`src/rtl/lbf_pkg.sv`:
```
package lbf_pkg;
  typedef enum logic {
    LBF_OUTBOUND = 1'b0,
    LBF_INBOUND  = 1'b1
  } lbf_dir_e;
endpackage

```
`src/rtl/lbf_ctrl.sv`:
```
module lbf_ctrl #(
  parameter int DEPTH = 16,
  localparam int AW = (DEPTH > 1) ? $clog2(DEPTH) : 1,
  localparam int CW = $clog2(DEPTH + 1)
) (
  input  logic          clk,
  input  logic          rst_n,
  input  logic          wr_en,
  input  logic          rd_en,
  output logic          wr_ok,
  output logic          rd_ok,
  output logic [AW-1:0] wptr,
  output logic [AW-1:0] rptr,
  output logic [CW-1:0] count,
  output logic          full,
  output logic          empty
);
  localparam logic [AW-1:0] LAST_IDX = AW'(DEPTH - 1);
  localparam logic [CW-1:0] DEPTH_C  = CW'(DEPTH);

  logic [AW-1:0] wptr_d, rptr_d;
  logic [CW-1:0] count_d;

  assign full  = (count == DEPTH_C);
  assign empty = (count == '0);
  assign wr_ok = wr_en & ~full;
  assign rd_ok = rd_en & ~empty;

  always_comb begin
    wptr_d  = wptr;
    rptr_d  = rptr;
    count_d = count;
    if (wr_ok) wptr_d = (wptr == LAST_IDX) ? '0 : wptr + 1'b1;
    if (rd_ok) rptr_d = (rptr == LAST_IDX) ? '0 : rptr + 1'b1;
    case ({wr_ok, rd_ok})
      2'b10:   count_d = count + 1'b1;
      2'b01:   count_d = count - 1'b1;
      default: count_d = count;
    endcase
  end

  always_ff @(posedge clk or negedge rst_n) begin
    if (!rst_n) begin
      wptr  <= '0;
      rptr  <= '0;
      count <= '0;
    end else begin
      if (wr_ok) wptr <= wptr_d;
      if (rd_ok) rptr <= rptr_d;
      if (wr_ok ^ rd_ok) count <= count_d;
    end
  end

  p_full_drop_r3: assert property (@(posedge clk) disable iff (!rst_n)
    (full && wr_en && !rd_en) |=> (full && $stable(count) && $stable(wptr)));

  p_bound_r5: assert property (@(posedge clk) disable iff (!rst_n)
    (count <= DEPTH_C));

  p_fill_r5: assert property (@(posedge clk) disable iff (!rst_n)
    (!full && wr_en && !rd_en) |=> !empty);

  p_simul_r9: assert property (@(posedge clk) disable iff (!rst_n)
    (!full && !empty && wr_en && rd_en) |=> $stable(count));
endmodule

```
`src/rtl/lbf_store.sv`:
```
module lbf_store #(
  parameter int DEPTH = 16,
  parameter int DW    = 8,
  localparam int AW = (DEPTH > 1) ? $clog2(DEPTH) : 1
) (
  input  logic          clk,
  input  logic          rst_n,
  input  logic          wr_ok,
  input  logic          rd_ok,
  input  logic [AW-1:0] wptr,
  input  logic [AW-1:0] rptr,
  input  logic [DW-1:0] wr_data,
  output logic [DW-1:0] last_q
);
  logic [DW-1:0] mem [DEPTH];
  logic [DW-1:0] last_d;

  always_comb begin
    last_d = last_q;
    if (rd_ok) last_d = mem[rptr];
  end

  always_ff @(posedge clk) begin
    if (wr_ok) mem[wptr] <= wr_data;
  end

  always_ff @(posedge clk or negedge rst_n) begin
    if (!rst_n) last_q <= '0;
    else if (rd_ok) last_q <= last_d;
  end

  p_hold_r4: assert property (@(posedge clk) disable iff (!rst_n)
    !rd_ok |=> $stable(last_q));
endmodule

```
`src/rtl/lbf_svc.sv`:
```
module lbf_svc
  import lbf_pkg::*;
#(
  parameter int DEPTH = 16,
  localparam int CW = $clog2(DEPTH + 1)
) (
  input  logic          clk,
  input  logic          rst_n,
  input  lbf_dir_e      dir,
  input  logic [CW-1:0] count,
  input  logic [CW-1:0] wr_thresh,
  input  logic [CW-1:0] rd_thresh,
  input  logic          clr,
  output logic          irq
);
  localparam logic [CW-1:0] DEPTH_C = CW'(DEPTH);

  logic [CW-1:0] space;
  logic          cond;
  logic          armed_q, armed_d, irq_d;

  assign space = DEPTH_C - count;

  always_comb begin
    if (dir == LBF_INBOUND) cond = (count >= rd_thresh);
    else                    cond = (space >= wr_thresh);

    armed_d = armed_q;
    if (clr)        armed_d = 1'b0;
    else if (!cond) armed_d = 1'b1;

    irq_d = cond & armed_q & ~clr;
  end

  always_ff @(posedge clk or negedge rst_n) begin
    if (!rst_n) begin
      armed_q <= 1'b1;
      irq     <= 1'b0;
    end else begin
      armed_q <= armed_d;
      irq     <= irq_d;
    end
  end

  p_clear_r8: assert property (@(posedge clk) disable iff (!rst_n)
    clr |=> !irq);

  p_rearm_r8: assert property (@(posedge clk) disable iff (!rst_n)
    (!armed_q && cond && !clr) |=> !irq);
endmodule

```
`src/rtl/lbf_top.sv`:
```
module lbf_top
  import lbf_pkg::*;
#(
  parameter int DEPTH = 16,
  parameter int DW    = 8,
  localparam int AW = (DEPTH > 1) ? $clog2(DEPTH) : 1,
  localparam int CW = $clog2(DEPTH + 1)
) (
  input  logic          clk,
  input  logic          rst_n,
  input  logic          wr_en,
  input  logic [DW-1:0] wr_data,
  input  logic          rd_en,
  output logic [DW-1:0] rd_data,
  input  logic          dir,
  input  logic [CW-1:0] wr_thresh,
  input  logic [CW-1:0] rd_thresh,
  input  logic          svc_clr,
  output logic          full,
  output logic          empty,
  output logic          svc_irq
);
  logic [1:0]    rst_sync;
  logic          rst_ns;
  logic          wr_ok, rd_ok;
  logic [AW-1:0] wptr, rptr;
  logic [CW-1:0] count;

  always_ff @(posedge clk or negedge rst_n) begin
    if (!rst_n) rst_sync <= 2'b00;
    else        rst_sync <= {rst_sync[0], 1'b1};
  end
  assign rst_ns = rst_sync[1];

  lbf_ctrl #(.DEPTH(DEPTH)) u_ctrl (
    .clk(clk), .rst_n(rst_ns), .wr_en(wr_en), .rd_en(rd_en),
    .wr_ok(wr_ok), .rd_ok(rd_ok), .wptr(wptr), .rptr(rptr),
    .count(count), .full(full), .empty(empty)
  );

  lbf_store #(.DEPTH(DEPTH), .DW(DW)) u_store (
    .clk(clk), .rst_n(rst_ns), .wr_ok(wr_ok), .rd_ok(rd_ok),
    .wptr(wptr), .rptr(rptr), .wr_data(wr_data), .last_q(rd_data)
  );

  lbf_svc #(.DEPTH(DEPTH)) u_svc (
    .clk(clk), .rst_n(rst_ns), .dir(lbf_dir_e'(dir)), .count(count),
    .wr_thresh(wr_thresh), .rd_thresh(rd_thresh), .clr(svc_clr),
    .irq(svc_irq)
  );

  p_empty_repeat_r4: assert property (@(posedge clk) disable iff (!rst_ns)
    (empty && rd_en) |=> $stable(rd_data));

  p_flags_r2: assert property (@(posedge clk) disable iff (!rst_ns)
    !(full && empty));

  p_full_read_r9: assert property (@(posedge clk) disable iff (!rst_ns)
    (full && rd_en) |=> !full);
endmodule

```
`config.mk`:
```
export PLATFORM = sky130hd
export DESIGN_NAME = lbf_top
export DESIGN_NICKNAME = d
export VERILOG_FILES = /design/src/rtl/lbf_pkg.sv /design/src/rtl/lbf_ctrl.sv /design/src/rtl/lbf_store.sv /design/src/rtl/lbf_svc.sv /design/src/rtl/lbf_top.sv
export SDC_FILE = /design/constraint.sdc
export NUM_CORES = 1
export LEC_CHECK = 0
export ABC_AREA = 1
export CORE_UTILIZATION = 64
export DETAILED_ROUTE_END_ITERATION = 6
export DONT_BUFFER_PORTS = 1
export GPL_TIMING_DRIVEN = 0
export PLACE_DENSITY = 0.82
export SETUP_SLACK_MARGIN = 0.2
export SYNTH_ARGS = -nofsm -noshare
export SYNTH_HDL_FRONTEND = slang
export SYNTH_HIERARCHICAL = 1
export SYNTH_SLANG_ARGS = --single-unit
```
`constraint.sdc`:
```
create_clock -name clk -period 2.5 [get_ports clk]
set_input_delay 0.125 -clock clk [delete_from_list [all_inputs] [get_ports clk]]
set_output_delay 0.125 -clock clk [all_outputs]
set_load 0.05 [all_outputs]
```
== After elaboration in Yosys (flattened, before gate mapping) ==
Memories as Yosys holds them, arrays and structs flattened. A register that Yosys moved wholly into a read port is not among the register bits.
Index checks and enable logic that the tools add are counted.
Storage, ports and cells
  RAM bits: 128
  output and inout bits: 11
  logic and storage cells: 40
  bits in registers: 17
  memories: 1
Memories
  u_store.mem: words 16, bits a word 8, rd ports 1, clocked after Yosys merged registers in 1, wr ports 1, line lbf_store.sv:15  | logic [DW-1:0] mem [DEPTH];
Cells by class
  equal/unequal tests: 6
  mux-type cells: 8
  reduce and logical (&&, ||, !) cells: 4
  bitwise gates (word level): 8
  magnitude comparators: 2
  $add $sub $neg: 5
Operator list (number)
  $ge A5 B5 Y1: 2
  $pmux W5 S2: 1
  $add A4 B1 Y4 const B: 2
  $eq A4 B4 Y1 const B: 2
  $mux W4: 2
  $add A5 B1 Y5 const B: 1
  $eq A5 B5 Y1 const B: 1
  $logic_not A5 Y1: 1
  $mux W1: 5
  $sub A5 B1 Y5 const B: 1
  $sub A5 B5 Y5 const A: 1
  $and A1 B1 Y1: 4
  $not A1 Y1: 3
  $eq A2 B1 Y1 const B: 1
  $eq A2 B2 Y1 const B: 1
  $ne A2 B2 Y1 const B: 1
  $reduce_and A2 Y1: 1
  $reduce_bool A2 Y1: 1
  $logic_not A1 Y1: 1
  $xor A1 B1 Y1: 1

== Logic depth before layout (Yosys ltp) ==
Gate-level depths: netlist of the first run.
  depth after elaboration: 6
  mapped depth: 14

== Hierarchy ==
The synthesis of the first run kept the hierarchy.
By module, submodules not included
  lbf_store: area an instance 5635.4 µm², times used 1, sequential area each 4043.9 µm², cells each 483
  lbf_ctrl: area an instance 822.0 µm², times used 1, sequential area each 325.3 µm², cells each 104
  lbf_svc: area an instance 417.9 µm², times used 1, sequential area each 51.3 µm², cells each 63
  lbf_top: area an instance 53.8 µm², times used 1, sequential area each 50.0 µm², cells each 3

== Worst setup path after synthesis of the first run ==
OpenSTA, ideal clock, no wires.
  path type: flip-flop to flip-flop
  start point: register u_ctrl.count[3]
  end point: register u_ctrl.count[4]
  stages on the path, launching flop included: 12
  period minus slack after synthesis: 1.989 ns
  required time: 2.383 ns
  arrival: 1.872 ns
  library setup time: 0.117 ns
  buffers on the path: 0
  slack: 0.511 ns
  cell sequence: dfrtp_1 > nor2_2 > nand3_2 > nand2_4 > inv_2 > ha_1 > ha_1 > or2_2 > nand2_1 > nand2_1 > nand3_1 > nand2_1
Between the ends
  cells in the longest elaborated chain, start to end: 6
RTL lines
  start, declared: line lbf_ctrl.sv:14  | output logic [CW-1:0] count,
  start signal, assigned: line lbf_ctrl.sv:50  | if (wr_ok ^ rd_ok) count <= count_d;
  $logic_not A5 Y1 *: line lbf_ctrl.sv:25  | assign empty = (count == '0);
  $not A1 Y1 *: line lbf_ctrl.sv:27  | assign rd_ok = rd_en & ~empty;
  $and A1 B1 Y1 *: line lbf_ctrl.sv:27
  via rd_ok: line lbf_top.sv:25  | logic wr_ok, rd_ok;
  $eq A2 B2 Y1 or $eq A2 B1 Y1 (tied branches): line lbf_ctrl.sv:35  | case ({wr_ok, rd_ok})
  $reduce_bool A2 Y1 (no line)
  $reduce_and A2 Y1 (no line)
The timed path passes the listed nets; every way through them passes the cells marked *.
A chain may end at the register's enable or synchronous reset.

== Worst setup path in the final report of the first run ==
Same ends and word-level chain as after synthesis.

==> results.md, run 1 <==
* Outcome: finished clean
* Post-DRT Antenna Nets at 0
* Clk pwr share at 25.1%
* Most Frequent Cell on Critical Path: nand2_1
* Peak VDD IR at 0.0007440 V
* Launch point of the worst path: u_ctrl/count[3]
* Core Rows at 37
* CP Capture Type: flip-flop
* Critical R2R Launch: u_ctrl/count[3]
* Die Y at 106.1 um
* DP HPWL at around 11 mm
* GRT met2 Usage at 49.67%
* ANT cells at 0
* # IOs at 35
* Largest net degree at the start of global routing at 24
* Post-synth cell types at 29
* Cell leakage power at 3.290 nW
* Rel. slew slack at 36.98%
* Critical path data arrival time at 2.57 ns
* Avg Synthesized Cell Area at 10.61 um^2
* P_sw at between 3 and 4 mW
* Setup tns final at 0 ns
* M3 GR Usage at 8.829%
* Vias in the first global route at 4625
* Sequential share of the synthesized area at 64.52%
* Final non-filler cell area at a little under 8000 um^2
* Fin. Hold Viols at 0
* Worst-skew pair later-pin latency at 0.53 ns
* Die Area at between 10000 and 15000 um^2
* Post-Synthesis Cells at between 600 and 700
* Port buffer count at 0
* Post-Syn Nets at 695
* Final Setup Violations at 0
* Busiest grt layer: met2
* Gate power share at between 30% and 40%
* Fmax at 0.4673 GHz
* Max Cap Viol at 0
* First-pass detailed-route iteration total at 6
* Startpoint types: flip-flop
* Slew of the pin with the lowest slew margin at 0.9453 ns
* CTS Root Cell: clkbuf_8
* Placed inst area at 7099 um^2
* Critical Path Max Stage Delay at roughly 0.45 ns
* End of the critical path: u_ctrl/count[4]
* Fin crit share at 85.60%
* Flop pwr share at 37.7%
* Synth warn at 6
* P per Cell Area at 1234 nW/um^2
* Slowest CP cell: dfrtp_2
* Sw Share at 39.67%
* Layout fillers at 668
* Clock skew at 0.006618 ns
* First-pass GRT wire length at 24.65 mm
* Worst R2R End: u_ctrl/count[4]
* DRT iter0 DRCs at roughly 610
* CP Cell Sequence: nor2_4 -> nand3_2 -> nand2_4 -> inv_2 -> ha_2 -> ha_1 -> or2_2 -> nand2_1 -> nand2_1 -> nand3_1 -> nand2_1
* Max-slew violation count at 0
* Initial antenna violation count at 0
* Nets at 733
* Reg2reg path depth at 11
* Post-route DRC at 0
* Die width at around 110 um
* Final WL at 16.30 mm
* Routed WL per cell at 19.40 um
* CP max FO at 6
* Total GRT Usage at 30.72%
* Num CTS Buffers at 17
* Layout cell share with drive strength beyond 1 at 11.65%
* Placer Congestion at 0.9301
* Vias at approximately 5k
* HP Class: in -> reg
* Total congestion overflow at 0
* Clk sink count at ~150
* Synth Register Bits at ~150
* Clock Tree Buf Depth at 2
* Internal power at roughly 5.9 mW
* Critical path type: reg -> reg
* Mapped Area at roughly 6900 um^2
* Vias per inst at 5.938
* TritonCTS clock tree: yes
* Worst-path clk slew at 0.06 ns
* H-tree levels at 4
* Initial core utilization at 66.52%
* GRT met1 Usage at 39.39%
* RSZ-0062 raised after global routing: no
* Synth-to-Final Area Change at 13.43%
* Crit path time final at roughly 2.1 ns
* R2R setup slack at 0.36 ns
* CORE AREA at 10420 um^2
* CP Data Required Time at ~2.9 ns
[cells in the mapped netlist]
cell	instances	area, um^2
a211oi_2	1	12.51
a21oi_1	3	15.01
a22o_1	1	8.760
buf_2	3	15.01
buf_4	7	52.55
buf_6	9	101.4
clkbuf_8	7	96.34
conb_1	1	3.750
dfrtp_1	24	600.6
dfstp_2	1	26.28
edfxtp_1	128	3844
fa_1	1	20.02
ha_1	17	212.7
inv_1	39	146.4
inv_2	3	11.26
inv_4	1	6.260
nand2_1	252	945.9
nand2_2	2	12.51
nand2_4	2	22.52
nand3_1	106	530.5
nand3_2	2	20.02
nand4_2	1	12.51
nor2_1	24	90.09
nor2_2	2	12.51
nor3_1	1	5.000
o21ai_0	5	25.02
o21bai_1	2	15.01
or2_2	2	12.51
xnor2_1	6	52.55
[cell type report]
cell class                 instances  area [um^2]  share of cell area (%)
inverter                          43        163.9                   2.085
timing repair buffer              19        177.7                   2.260
sequential                       153         4477                   56.96
buffer                            26        265.3                   3.375
multi-input combinational        431         2042                   25.98
tap                              136        170.2                   2.165
clock inverter                    14        146.4                   1.862
clock buffer                      18        417.9                   5.317
[metal layers]
layer	share of wire, %	vias to the layer above
li1	-	2261
met1	39	2382
met2	49	295
met3	9.3	50
met4	3.0	0
met5	0	-
[sequential cells by signal, indices dropped and copies added, names as in the netlist]
name and flops:
u_svc/irq 1, rst_sync 2, u_ctrl/rptr 4, u_store/mem 128, u_ctrl/count 5, u_ctrl/wptr 4, u_store/last_q 8, u_svc/armed_q 1
[timing repair]
action	in CTS	in global routing
hold endpoints to repair	140	0
gates resized for setup	0	8
hold buffers	14	0
setup buffers	0	5
endpoints found under the setup margin	0	2
[how the worst min path moves through the flow]
stage / slack [ns] / end / cells after the start / startpoint
floorplan: -0.17 / rst_sync[0] / 0 / rst_n
global placement: -0.17 / rst_sync[0] / 0 / rst_n
detailed placement: -0.17 / rst_sync[0] / 0 / rst_n
CTS: 0.07 / u_svc/armed_q / 7 / rd_thresh[3]
global route: 0.11 / u_svc/armed_q / 7 / rd_thresh[4]
finish: 0.12 / u_svc/armed_q / 7 / rd_thresh[3]
[critical path: cells and delay by family (launching register included)]
family                     cells  cell delay, ns
buffers and inverters          1            0.08
and+or+nand+nor                8            0.98
DFF                            1            0.45
adders and majority gates      2            0.52
[cell usage in the layout, fill, tap and decap left out, types with 5 or more instances in the layout]
| cell type | instances |
|---|---|
| dfrtp_1 | 19 |
| nand3_1 | 106 |
| buf_4 | 12 |
| dlygate4sd3_1 | 14 |
| dfrtp_2 | 5 |
| buf_6 | 9 |
| edfxtp_1 | 128 |
| xnor2_1 | 6 |
| clkbuf_16 | 16 |
| nand2_1 | 252 |
| ha_1 | 16 |
| inv_1 | 39 |
| o21ai_0 | 5 |
| nor2_1 | 24 |
| clkbuf_8 | 8 |
[stage by stage]
stage	cells	power [mW]	util, %	worst slack [ns]	hold WS, ns
2_1_floorplan	653	6.110	-	0.5106	-0.1706
3_3_place_gp	789	6.874	68.16	0.3178	-0.1705
3_5_place_dp	789	7.039	68.16	0.2314	-0.1705
4_1_cts	835	9.541	74.92	0.2049	0.06667
5_1_grt	840	10.19	75.46	0.2296	0.1141
6_report	840	9.702	75.46	0.3600	0.1199
[power by group through the flow]
stage               logic [mW]  clock network (mW)  registers (mW)
floorplan                 2.49                   0            3.62
global placement          3.18                   0            3.69
detailed placement        3.33                   0            3.71
CTS                       3.43                2.44            3.66
global route              3.94                2.55            3.69
finish                    3.62                2.43            3.65
[cell families after synthesis]
group,synth area share (%)
XOR/XNOR,0.7584
other,0.05412
buffers and inverters,6.194
AO/OA/AOI/OAI,1.101
flip-flops,64.52
adder cells (fa/ha/maj),3.359
AND/OR/NAND/NOR,24.02
Power figures use the tool's default switching activity.
==> run 2, diff against run 1 <==
- PLACE_DENSITY: 0.82 -> 0.88
- clock period: 2.5 -> 2.65 ns (I/O delays scaled with it)
==> run 2 against run 1 <==
  * Maximum frequency shrank 10%
  * Final cell count shrank 0.12%
  * Total power shrank 3.1%
  * Count of clock-buffer cells in the layout is the same
  * Largest cell class unchanged
  * Via count is essentially flat
  * Non-clock buffer count shrank 1
  * Final area grew 0.49%
  * Core utilization grew 0.37 points
  * Highest routed layer unchanged
  * Sequential cell count is the same
  * Critical path depth grew 2
  * Combinational power shrank 5.8%
==> results.md, run 2 (same netlist as run 1, synthesis figures left out) <==
* Total GRT Usage at 31.92% (was 30.72%)
* R2R setup slack at 0.27 ns (was 0.36 ns)
* Vias per inst at 5.942 (was 5.938)
* CP Data Required Time at 3.07 ns (was 2.93 ns)
* Clock Tree Buf Depth at 2 (unchanged)
* Cell leakage power at 3.321 nW (was 3.290 nW)
* Setup tns final at 0 ns (unchanged)
* Hold path depth at 6 (was 7)
* Post-DRT Antenna Nets at 0 (unchanged)
* Outcome: finished clean (unchanged)
* Fin crit share at 89.89% (was 85.60%)
* Final core utilization at 75.83% (was 75.46%)
* Most Frequent Cell on Critical Path: nand2_1 (unchanged)
* RSZ-0062 raised after global routing: no (unchanged)
* Max reg flops at 128 (unchanged)
* Peak VDD IR at 0.0007008 V (was 0.0007440 V)
* Final WL at 16.84 mm (was 16.30 mm)
* Final cell count without fillers at 839 (was 840)
* Port buffer count at 0 (unchanged)
* Largest net degree at the start of global routing at 24 (unchanged)
* Gate power share at 36.3% (was 37.3%)
* Worst hold margin at 0.08204 ns (was 0.1199 ns)
* Clk pwr share at 26.9% (was 25.1%)
* Routed WL per cell at 20.07 um (was 19.40 um)
* # IOs at 35 (unchanged)
* Fin. Hold Viols at 0 (unchanged)
* Initial core utilization at 66.52% (unchanged)
* Synth-to-Final Area Change at 13.99% (was 13.43%)
* Die width at 106.1 um (unchanged)
* P_sw at 3.672 mW (was 3.848 mW)
* Worst-path clk slew at 0.06 ns (about the same)
* Commonest cells after routing, fill and taps aside: nand2_1, edfxtp_1, nand3_1 (unchanged)
* Slew of the pin with the lowest slew margin at 0.9382 ns (was 0.9453 ns)
* Flop pwr share at 36.8% (was 37.7%)
* Final WS setup at 0.2679 ns (was 0.3600 ns)
* CP Cell Sequence: buf_4 -> nor2_2 -> nand3_2 -> nand2_4 -> ha_1 -> inv_1 -> fa_1 -> inv_1 -> nand2_1 -> nand2_1 -> nand3_1 -> nand3_1 -> nand2_1 (was nor2_4 -> nand3_2 -> nand2_4 -> inv_2 -> ha_2 -> ha_1 -> or2_2 -> nand2_1 -> nand2_1 -> nand3_1 -> nand2_1)
* Placed cells at 789 (unchanged)
* Die Y at 106.1 um (unchanged)
* H-tree levels at 4 (unchanged)
* Total congestion overflow at 0 (unchanged)
* Clock skew at 0.008539 ns (was 0.006618 ns)
* HP Class: in -> reg (unchanged)
* Worst Hold Path EP: u_svc/irq (was u_svc/armed_q)
* Worst-skew pair later-pin latency at 0.54 ns (was 0.53 ns)
* Post-placement setup slack at 0.3495 ns (was 0.2314 ns)
* ANT cells at 0 (unchanged)
* Critical path type: reg -> reg (unchanged)
* Reg2reg path depth at 13 (was 11)
* Biggest register: u_store/mem (unchanged)
* Multi-input logic area at 2029 um^2 (was 2042 um^2)
* Internal power at 5.726 mW (was 5.854 mW)
* Placer Congestion at 0.9824 (was 0.9301)
* Sw Share at 39.07% (was 39.67%)
* CORE AREA at 10420 um^2 (unchanged)
* DRT iter0 DRCs at 517 (was 612)
* First-pass detailed-route iteration total at 6 (unchanged)
* First-pass GRT wire length at 25.94 mm (was 24.65 mm)
* Placed inst area at 7099 um^2 (unchanged)
* CP Capture Type: flip-flop (unchanged)
* Max Cap Viol at 0 (unchanged)
* Worst R2R End: u_ctrl/count[4] (unchanged)
* Largest registers: u_store/mem: 128 flops, u_store/last_q: 8 flops, u_ctrl/count: 5 flops (unchanged)
* Fmax at 0.4198 GHz (was 0.4673 GHz)
* Crit path time final at 2.382 ns (was 2.140 ns)
* Critical Path Max Stage Delay at 0.42 ns (was 0.45 ns)
* Layout fillers at 585 (was 668)
* Critical R2R Launch: u_ctrl/count[0] (was u_ctrl/count[3])
* CP max FO at 7 (was 6)
* Delay-heaviest family, CP: simple AND/OR/NAND/NOR gates (unchanged)
* Commonest non-fill, non-tap cell in the layout: nand2_1 (unchanged)
* Num CTS Buffers at 17 (unchanged)
* Post-route DRC at 0 (unchanged)
* Startpoint types: flip-flop (unchanged)
* P per Cell Area at 1190 nW/um^2 (was 1234 nW/um^2)
* Final non-filler cell area at 7899 um^2 (was 7860 um^2)
* Layout cell share with drive strength beyond 1 at 11.24% (was 11.65%)
* Clk sink count at 153 (unchanged)
* TritonCTS clock tree: yes (unchanged)
* Core Rows at 37 (unchanged)
* Hold Startpoint: rd_thresh[4] (was rd_thresh[3])
* Vias in the first global route at 4964 (was 4625)
* Slowest CP cell: dfrtp_2 (unchanged)
* Max-slew violation count at 0 (unchanged)
* Critical path data arrival time at 2.81 ns (was 2.57 ns)
* Vias at 4985 (was 4988)
* Reg area at 4473 um^2 (was 4477 um^2)
* CTS Root Cell: clkbuf_8 (unchanged)
* Launch point of the worst path: u_ctrl/count[0] (was u_ctrl/count[3])
* WP buf/inv at 3 (was 1)
* Die Area at 11250 um^2 (unchanged)
* Final Setup Violations at 0 (unchanged)
* Nets at 732 (was 733)
* Total Power at 9.398 mW (was 9.702 mW)
* Initial antenna violation count at 0 (unchanged)
* Rel. slew slack at 37.45% (was 36.98%)
* DP HPWL at 10.73 mm (was 10.52 mm)
-- run 2: power groups by stage --
stage,Sequential (mW),Clock (mW),Combinational (mW)
finish,3.46,2.53,3.41
global route,3.49,2.65,3.70
CTS,3.46,2.54,3.26
detailed placement,3.51,0,3.13
global placement,3.48,0,2.98
floorplan,3.42,0,2.34
-- run 2: cell type report --
| cell class | count | area share, % |
|---|---|---|
| buffer | 26 | 3.358 |
| clock buffer | 18 | 5.417 |
| clock inverter | 14 | 2.487 |
| inverter | 43 | 2.075 |
| multi-input combinational | 431 | 25.69 |
| sequential | 153 | 56.63 |
| tap | 136 | 2.154 |
| timing repair buffer | 18 | 2.186 |
-- run 2: worst max path at each step --
stage               depth (start not counted)              end
finish                                     13  u_ctrl/count[4]
global route                               14    u_svc/armed_q
CTS                                        14    u_svc/armed_q
detailed placement                         12  u_ctrl/count[4]
global placement                           11  u_ctrl/count[4]
floorplan                                  11  u_ctrl/count[4]
-- run 2: layer usage --
layer / track usage [%] / share of wire [%] / vias to the layer above / routed length, um
met2: 51.17 / 49 / 317 / 8238
met5: 0 / 0 / - / 0
met4: 16.37 / 4.5 / 0 / 753
met3: 8.768 / 10 / 59 / 1692
li1: - / - / 2265 / -
met1: 40.10 / 37 / 2344 / 6155
-- run 2: tightest hold or removal path: stages --
cell and delay, ns:
inv_1 0.03, ha_1 0.16, a211oi_2 0.05, nand2_2 0.06, nand4_2 0.07, inv_1 0.07
-- run 2: timing repair --
item / in CTS / in global routing
endpoints found under the setup margin: 0 / 1
endpoints found under the hold margin: 140 / 0
resized for setup: 0 / 2
hold buffers: 15 / 0
buffers inserted: 0 / 3
